$ cat config.mk
export PLATFORM = sky130hd
export DESIGN_NAME = ldst_port
export DESIGN_NICKNAME = d
export VERILOG_FILES = /design/src/rtl/ldst_pkg.sv /design/src/rtl/ldst_ctrl.sv /design/src/rtl/ldst_dpath.sv /design/src/rtl/ldst_port.sv
export SDC_FILE = /design/constraint.sdc
export NUM_CORES = 1
export LEC_CHECK = 0
export ABC_AREA = 1
export BUFFER_PORTS_ARGS = -buffer_cell sky130_fd_sc_hd__buf_2
export CORE_ASPECT_RATIO = 1.25
export CORE_MARGIN = 3
export CORE_UTILIZATION = 48
export CTS_BUF_LIST = sky130_fd_sc_hd__clkbuf_4
export CTS_CLUSTER_SIZE = 28
export DETAILED_ROUTE_END_ITERATION = 16
export HOLD_SLACK_MARGIN = 0.12
export PLACE_DENSITY = 0.79
export SYNTH_ARGS = -nofsm -noshare
export SYNTH_HDL_FRONTEND = slang
export SYNTH_HIERARCHICAL = 1
export SYNTH_SLANG_ARGS = --single-unit
$ cat constraint.sdc
create_clock -name clk -period 1.9 [get_ports clk]
set_clock_uncertainty 0.15 [all_clocks]
set_input_delay 0.095 -clock clk [delete_from_list [all_inputs] [get_ports clk]]
set_output_delay 0.095 -clock clk [all_outputs]
set_load 0.05 [all_outputs]
$ cat src/rtl/ldst_pkg.sv
package ldst_pkg;

  typedef struct packed {
    logic       store;
    logic       unsgn;
    logic [1:0] size;
  } memOp_t;

  typedef struct packed {
    logic take;
    logic grab;
  } strobe_t;

  typedef enum logic [1:0] {
    ST_IDLE = 2'd0,
    ST_REQ  = 2'd1,
    ST_WAIT = 2'd2,
    ST_RESP = 2'd3
  } state_t;

  localparam logic [1:0] SZ_BYTE = 2'd0;
  localparam logic [1:0] SZ_HALF = 2'd1;
  localparam logic [1:0] SZ_WORD = 2'd2;

endpackage

$ cat src/rtl/ldst_ctrl.sv
module ldst_ctrl
  import ldst_pkg::*;
(
  input  logic    clk,
  input  logic    rstN,
  input  logic    inValid,
  input  logic    misalign,
  input  logic    memGnt,
  input  logic    memRvalid,
  output logic    inReady,
  output logic    memReq,
  output logic    resValid,
  output strobe_t strb
);

  state_t state, stateNext;

  always_comb begin
    stateNext = state;
    strb      = '0;
    case (state)
      ST_IDLE: begin
        if (inValid) begin
          strb.take = 1'b1;
          stateNext = misalign ? ST_RESP : ST_REQ;
        end
      end
      ST_REQ: begin
        if (memGnt) stateNext = ST_WAIT;
      end
      ST_WAIT: begin
        if (memRvalid) begin
          strb.grab = 1'b1;
          stateNext = ST_RESP;
        end
      end
      default: stateNext = ST_IDLE;
    endcase
  end

  always_ff @(posedge clk or negedge rstN) begin
    if (!rstN) state <= ST_IDLE;
    else       state <= stateNext;
  end

  assign inReady  = (state == ST_IDLE);
  assign memReq   = (state == ST_REQ);
  assign resValid = (state == ST_RESP);


  req_hold_chk: assert property (@(posedge clk) disable iff (!rstN)
    memReq && !memGnt |=> memReq);


  req_drop_chk: assert property (@(posedge clk) disable iff (!rstN)
    memReq && memGnt |=> !memReq);


  busy_after_take_chk: assert property (@(posedge clk) disable iff (!rstN)
    inValid && inReady |=> !inReady);


  one_result_chk: assert property (@(posedge clk) disable iff (!rstN)
    resValid |=> !resValid && inReady);

endmodule

$ cat src/rtl/ldst_dpath.sv
module ldst_dpath
  import ldst_pkg::*;
#(
  parameter int ADDR_W = 32,
  parameter int DATA_W = 32,
  parameter int TAG_W  = 4
) (
  input  logic              clk,
  input  logic              rstN,
  input  strobe_t           strb,
  input  logic [3:0]        inOp,
  input  logic [ADDR_W-1:0] inOpA,
  input  logic [ADDR_W-1:0] inOpB,
  input  logic [DATA_W-1:0] inWdata,
  input  logic [TAG_W-1:0]  inTag,
  input  logic [DATA_W-1:0] memRdata,
  output logic              misalign,
  output logic [ADDR_W-1:0] memAddr,
  output logic              memWe,
  output logic [DATA_W/8-1:0] memBe,
  output logic [DATA_W-1:0] memWdata,
  output logic [TAG_W-1:0]  resTag,
  output logic [DATA_W-1:0] resData,
  output logic              resExc
);

  localparam int LANES = DATA_W / 8;
  localparam int OFF_W = $clog2(LANES);

  memOp_t              opIn;
  logic [1:0]          sizeIn;
  logic [ADDR_W-1:0]   effAddr;
  logic [OFF_W-1:0]    offIn;
  logic [OFF_W-1:0]    alignMask;
  logic [LANES-1:0]    beBase;
  logic [LANES-1:0]    beIn;
  logic [DATA_W-1:0]   wdataIn;

  memOp_t              opReg;
  logic [OFF_W-1:0]    offReg;
  logic [ADDR_W-1:0]   addrReg;
  logic [LANES-1:0]    beReg;
  logic [DATA_W-1:0]   wdReg;
  logic [TAG_W-1:0]    tagReg;
  logic                excReg;
  logic [DATA_W-1:0]   resultReg;

  logic [DATA_W-1:0]   rdShift;
  logic [DATA_W-1:0]   loadExt;
  logic                signByte;
  logic                signHalf;

  // Request-side decode from the issue inputs
  always_comb begin
    opIn    = memOp_t'(inOp);
    sizeIn  = (opIn.size == 2'd3) ? SZ_WORD : opIn.size;
    effAddr = inOpA + inOpB;
    offIn   = effAddr[OFF_W-1:0];
    case (sizeIn)
      SZ_BYTE: begin
        alignMask = '0;
        beBase    = LANES'(1);
      end
      SZ_HALF: begin
        alignMask = OFF_W'(1);
        beBase    = LANES'(3);
      end
      default: begin
        alignMask = '1;
        beBase    = '1;
      end
    endcase
    misalign = |(offIn & alignMask);
    beIn     = beBase << offIn;
    wdataIn  = inWdata << {offIn, 3'b000};
  end

  // Response-side lane selection and extension
  always_comb begin
    rdShift  = memRdata >> {offReg, 3'b000};
    signByte = rdShift[7]  & ~opReg.unsgn;
    signHalf = rdShift[15] & ~opReg.unsgn;
    case (opReg.size)
      SZ_BYTE: loadExt = {{(DATA_W-8){signByte}}, rdShift[7:0]};
      SZ_HALF: loadExt = {{(DATA_W-16){signHalf}}, rdShift[15:0]};
      default: loadExt = memRdata;
    endcase
  end

  always_ff @(posedge clk or negedge rstN) begin
    if (!rstN) begin
      opReg     <= '0;
      offReg    <= '0;
      addrReg   <= '0;
      beReg     <= '0;
      wdReg     <= '0;
      tagReg    <= '0;
      excReg    <= 1'b0;
      resultReg <= '0;
    end else begin
      if (strb.take) begin
        opReg       <= opIn;
        opReg.size  <= sizeIn;
        offReg      <= offIn;
        addrReg     <= {effAddr[ADDR_W-1:OFF_W], {OFF_W{1'b0}}};
        beReg       <= beIn;
        wdReg       <= wdataIn;
        tagReg      <= inTag;
        excReg      <= misalign;
        resultReg   <= '0;
      end
      if (strb.grab) begin
        resultReg <= opReg.store ? '0 : loadExt;
      end
    end
  end

  assign memAddr  = addrReg;
  assign memWe    = opReg.store;
  assign memBe    = beReg;
  assign memWdata = wdReg;
  assign resTag   = tagReg;
  assign resData  = resultReg;
  assign resExc   = excReg;


  grab_aligned_chk: assert property (@(posedge clk) disable iff (!rstN)
    strb.grab |-> !excReg);


  be_nonzero_chk: assert property (@(posedge clk) disable iff (!rstN)
    strb.take && !misalign |=> memBe != '0);

endmodule

$ cat src/rtl/ldst_port.sv
module ldst_port
  import ldst_pkg::*;
#(
  parameter int ADDR_W = 32,
  parameter int TAG_W  = 4
) (
  input  logic              clk,
  input  logic              rstN,
  input  logic              inValid,
  output logic              inReady,
  input  logic [3:0]        inOp,
  input  logic [ADDR_W-1:0] inOpA,
  input  logic [ADDR_W-1:0] inOpB,
  input  logic [31:0]       inWdata,
  input  logic [TAG_W-1:0]  inTag,
  output logic              memReq,
  input  logic              memGnt,
  output logic [ADDR_W-1:0] memAddr,
  output logic              memWe,
  output logic [3:0]        memBe,
  output logic [31:0]       memWdata,
  input  logic [31:0]       memRdata,
  input  logic              memRvalid,
  output logic              resValid,
  output logic [TAG_W-1:0]  resTag,
  output logic [31:0]       resData,
  output logic              resExc
);

  strobe_t strb;
  logic    misalign;

  ldst_ctrl u_ctrl (
    .clk       (clk),
    .rstN      (rstN),
    .inValid   (inValid),
    .misalign  (misalign),
    .memGnt    (memGnt),
    .memRvalid (memRvalid),
    .inReady   (inReady),
    .memReq    (memReq),
    .resValid  (resValid),
    .strb      (strb)
  );

  ldst_dpath #(
    .ADDR_W (ADDR_W),
    .DATA_W (32),
    .TAG_W  (TAG_W)
  ) u_dp (
    .clk      (clk),
    .rstN     (rstN),
    .strb     (strb),
    .inOp     (inOp),
    .inOpA    (inOpA),
    .inOpB    (inOpB),
    .inWdata  (inWdata),
    .inTag    (inTag),
    .memRdata (memRdata),
    .misalign (misalign),
    .memAddr  (memAddr),
    .memWe    (memWe),
    .memBe    (memBe),
    .memWdata (memWdata),
    .resTag   (resTag),
    .resData  (resData),
    .resExc   (resExc)
  );


  fields_stable_chk: assert property (@(posedge clk) disable iff (!rstN)
    memReq && !memGnt |=> $stable(memAddr) && $stable(memBe)
                          && $stable(memWe) && $stable(memWdata));


  mis_no_req_chk: assert property (@(posedge clk) disable iff (!rstN)
    inValid && inReady && misalign |=> !memReq && resValid && resExc);

endmodule

* Word-level counts from Yosys, hierarchy flattened
Cells that the tools add are included.
Widths: inputs -> output; s select.
** Storage, ports and cells
- Memories :: 0
- Bits in latches :: 0
- Bits in registers :: 111
- Bits in writable memories :: 0
- Logic and storage cells :: 50
- ROM bits :: 0
- Input bits :: 141
** Cells by class
- Divide/modulo/power cells :: 0
- $add $sub $neg :: 1
- Reduce and logical (&&, ||, !) cells :: 6
- $mul :: 0
- Bitwise gates (word level) :: 4
- Muxes and demuxes :: 16
- Equality and inequality tests :: 9
- Order comparisons :: 0
- Shifts and indexed selects :: 3
** Operator list (number)
- $mux 32 :: 3
- $pmux 32 s2 :: 1
- $add 32x32->32 :: 1
- $shl 32x5->32 :: 1
- $shr 32x5->16 :: 1
- $mux 2 :: 5
- $pmux 4 s2 :: 1
- $eq 2x1->1 const B :: 3
- $eq 2x2->1 const B :: 3
- $logic_not 2->1 :: 3
- $pmux 2 s3 :: 1
- $mux 1 :: 4
- $ne 2x2->1 const B :: 2
- $pmux 2 s2 :: 1
- $shl 4x2->4 :: 1
- $reduce_and 3->1 :: 1
- $and 1x1->1 :: 2
- $and 2x2->2 :: 1
- $ne 2x1->1 const B :: 1
- $reduce_bool 2->1 :: 1
- $reduce_or 2->1 :: 1
- $not 1->1 :: 1

* Logic depth before layout (Yosys ltp)
- Depth in word-level cells :: 9
- Mapped depth :: 13

* Modules after synthesis
The synthesis kept the hierarchy.
** By module, submodules not included
- ldst_dpath :: sequential area each 2727.6 µm², area each 7355.8 µm², times used 1, cells each 1110
- ldst_ctrl :: sequential area each 50.0 µm², area each 230.2 µm², times used 1, cells each 34

* Least setup slack after synthesis
Ideal clock, no wire load.
- Path type :: flip-flop to flip-flop
- From :: reg u_ctrl.state[0]
- To :: reg u_dp/opReg[1] (netlist name)
- Library setup time :: 0.132 ns
- Data arrival time :: 1.660 ns
- Path buffers :: 3
- Stages on the path, launching flop included :: 10
- Path slack :: -0.042 ns
- Path through :: dfrtp_1 inv_1 ha_1 nand2_1 inv_1 clkbuf_1 inv_1 clkbuf_1 clkbuf_1 a21oi_1
** RTL lines
- start: declaration :: RTL line ldst_ctrl.sv:16 : state_t state, stateNext;
- start signal: assignment :: RTL line ldst_ctrl.sv:43 : else state <= stateNext;
- end signal: assignment :: RTL line ldst_dpath.sv:102 : opReg <= opIn;
- end: declaration :: RTL line ldst_dpath.sv:39 : memOp_t opReg;

* Final worst setup path
- From :: in inOpB[15]
- To :: reg u_dp.addrReg[29], in the netlist u_dp/memAddr[29]
** Between the ends
- Word-level cells in the longest chain between the ends :: 1
** Ends and longest elaborated chain
- start: declaration :: RTL line ldst_port.sv:13 : input logic [ADDR_W-1:0] inOpB,
- $add 32x32->32 :: RTL line ldst_dpath.sv:57 : effAddr = inOpA + inOpB;
- end signal: assignment :: RTL line ldst_dpath.sv:105 : addrReg <= {effAddr[ADDR_W-1:OFF_W], {OFF_W{1'b0}}};
- end: declaration :: RTL line ldst_dpath.sv:41 : logic [ADDR_W-1:0] addrReg;
Every way passes these cells.
A chain may end at the register's enable or synchronous reset.

==> flow_summary.json <==
{
  "status": "complete, but fails checks",
  "violations": "negative setup slack",
  "power_density_nw_per_um2": 1310,
  "viasPerCell": 5.26,
  "clk_pin_slew_worst_paths_ps": 180,
  "clock-sinks": 111,
  "rsz0062_at_grt": "yes",
  "worstPathCellList": "dlygate4sd3_1 -> buf_2 -> ha_1 -> nand2_1 -> inv_1 -> nand2_1 -> nand2_1 -> nand2_1 -> nand2_1 -> a21oi_2 -> nand3_1 -> nand3_1 -> nand2_1",
  "yosys.area_share.simple_pct": 32.1,
  "layout_commonest_cell": "nand2_1",
  "synth_top_family_by_area": "simple AND/OR/NAND/NOR gates",
  "overflow": 0,
  "dieArea_um2": 17400,
  "antenna_left": 0,
  "worstSetupStartpointType": "input pin",
  "layout.nets": 1739,
  "ys.warnings.count": 6,
  "hp-class": "in -> reg",
  "total_leakage_power_uw": 0.00631,
  "synth_flop_cell": "dfrtp_1",
  "antenna_found_initial": 1,
  "yosysSeqAreaShare_pct": 36.6,
  "clkLatencyLatePin_ps": 460,
  "synth_seq_cells": 111,
  "cap_violations": 0,
  "wl_met3_um": 2010,
  "vias": 9339,
  "slew_violations": 0,
  "post_drt_wl_per_cell_um": 15.4,
  "ctsLongestPathBuffers": 2,
  "hold_violations": 0,
  "grt_use_total_pct": 30.3,
  "period_share_pct": 100,
  "max_stage_delay_ps": 540,
  "ys_types": 39,
  "place_inst": 1612,
  "fp-row-count": 50,
  "grt_max_degree": 45,
  "grt_pass1_vias": 9208,
  "synthAdderAreaFrac_pct": 6.37,
  "die_height_um": 147,
  "highest_layer": "met4",
  "cts_root_buf": "clkbuf_4",
  "routed_wl_um": 27300,
  "htree_levels": 3,
  "die_width_um": 118,
  "first_pass_iters": 7,
  "place_area_um2": 9330,
  "grt_pass1_wl_um": 43600,
  "synthCells": 1144,
  "cpMaxStageDelayCell": "dlygate4sd3_1",
  "dp.final_hpwl_um": 18500,
  "portBuffers": 247,
  "gp_congestion": 0.959,
  "place_ws_ps": -46.8,
  "wl_met1_um": 9880,
  "end_kind": "flop",
  "met2_length_um": 14100,
  "start_util_pct": 49.9,
  "peakVddDrop_v": 0.000831,
  "setup_viol": 1,
  "critPathArrivalTime_ps": 2130,
  "critPathKind": "in -> reg",
  "fin_crit_ps": 1900,
  "core_um2": 15200,
  "syn_area_um2": 7590,
  "drc": 0,
  "cts_inserted_buffers": 9,
  "async_reset_ff_share_pct": 100,
  "synth_edf_count": 0,
  "fmax_mhz": 525,
  "fin_cells": 1774,
  "area_delta_synth_final_pct": 46.8,
  "io_pins": 250,
  "crit_path_frequent_cell": "nand2_1",
  "syn-mean-instance-area_um2": 6.63,
  "fin_ws_ps": -3.34,
  "synth_compound_area_share_pct": 13.3,
  "required_ps": 2120,
  "path_max_fanout": 4,
  "drt_iter0_drc": 994,
  "postLayoutCellArea_um2": 11100,
  "synth-xor-area-share_pct": 1.50,
  "drive_gt1_share_pct": 24.2,
  "muxShareOfSynthArea_pct": 0.132,
  "cts_tree": "done",
  "final_cell_mix": "440 x nand2_1, 246 x buf_2, 146 x inv_1, 141 x dlygate4sd3_1, 111 x dfrtp_1",
  "tns_ps": -3.34
}
synthesized netlist by cell type, drive strengths merged (3+ instances only):
cell type  number  area, um2
dfrtp         111       2780
o21ai          71        355
buf            10       71.3
o2111ai         6       52.6
o211ai          6       45.0
nor2           87        329
nand3b          4       30.0
nand2         453       1700
inv           154        578
a32o            6       60.1
xnor2          13        114
o22ai           6       37.5
or2             3       18.8
nor3            4       20.0
o21bai          3       22.5
o221ai          8       70.1
nand4           3       18.8
clkbuf         27        101
a21oi          67        343
nand3          57        310
ha             37        463
where the power goes:
group	internal (uW)	switching (uW)	total [uW]
Combinational	2580	6810	9390
Clock	303	861	1160
Sequential	3400	661	4060
critical path: cells and delay by family:
family | cells | cell delay [ps]
simple gates | 8 | 750
buf+inv | 3 | 750
fa+ha+maj | 1 | 330
compound gates | 1 | 180
flip-flops by register name (all words and copies together) (netlist names):
| register | cells |
|---|---|
| u_dp/memWdata | 32 |
| u_dp/resData | 32 |
| u_dp/memAddr | 30 |
| u_dp/memBe | 4 |
| u_dp/resTag | 4 |
| u_dp/opReg | 3 |
| u_ctrl/state | 2 |
| u_dp/offReg | 2 |
| u_dp/memWe | 1 |
| u_dp/resExc | 1 |
repair_timing:
item,CTS,global route
gates resized for setup,0,57
hold buffers,144,0
buffers inserted,0,3
setup endpoints to repair,0,41
hold endpoints to repair,220,0
worst paths after layout:
check	start	end	slack (ps)	cells past startpoint
max in group asynchronous	rstN	u_dp/memAddr[21]	820	4
worst min-delay path	inOpB[0]	u_dp/offReg[0]	150	5
worst max register to register	u_ctrl/state[1]	u_dp/resData[4]	130	8
min in group asynchronous	rstN	u_dp/memWdata[14]	520	4
worst max-delay path	inOpB[15]	u_dp/memAddr[29]	-3	13
worst min register to register	u_dp/memAddr[22]	u_dp/memAddr[22]	340	2
layout make-up:
class	instances	area [um2]
Clock inverter	7	68.8
Inverter	155	582
Tap cell	208	260
Antenna cell	1	2.50
Fill cell	1153	4070
Clock buffer	9	67.6
Timing Repair Buffer	441	3110
Sequential cell	111	2780
Multi-Input combinational cell	842	4270
per-stage QoR:
step	hold WS (ps)	util [%]	total power, uW
after detailed placement	-74.8	61.4	12900
after global routing	182	73.3	15500
after floorplan	-351	-	10400
after global placement	-77.9	61.4	12800
after CTS	123	71.8	14400
final	150	73.3	14600
logic make-up after synthesis:
group	Yosys count
AND/OR/NAND/NOR	612
other	1
XOR/XNOR	13
flip-flops	111
adder cells (fa/ha/maj)	38
AO/OA/AOI/OAI	176
multiplexers	1
buffers and inverters	192
routing by layer:
| metal | vias to the layer above | GRT usage [%] |
|---|---|---|
| li1 | 4450 | - |
| met1 | 4235 | 33.9 |
| met2 | 542 | 56.3 |
| met3 | 112 | 4.73 |
| met4 | 0 | 13.9 |
| met5 | - | 0 |
Note: power is estimated with default switching activity, not from simulation.
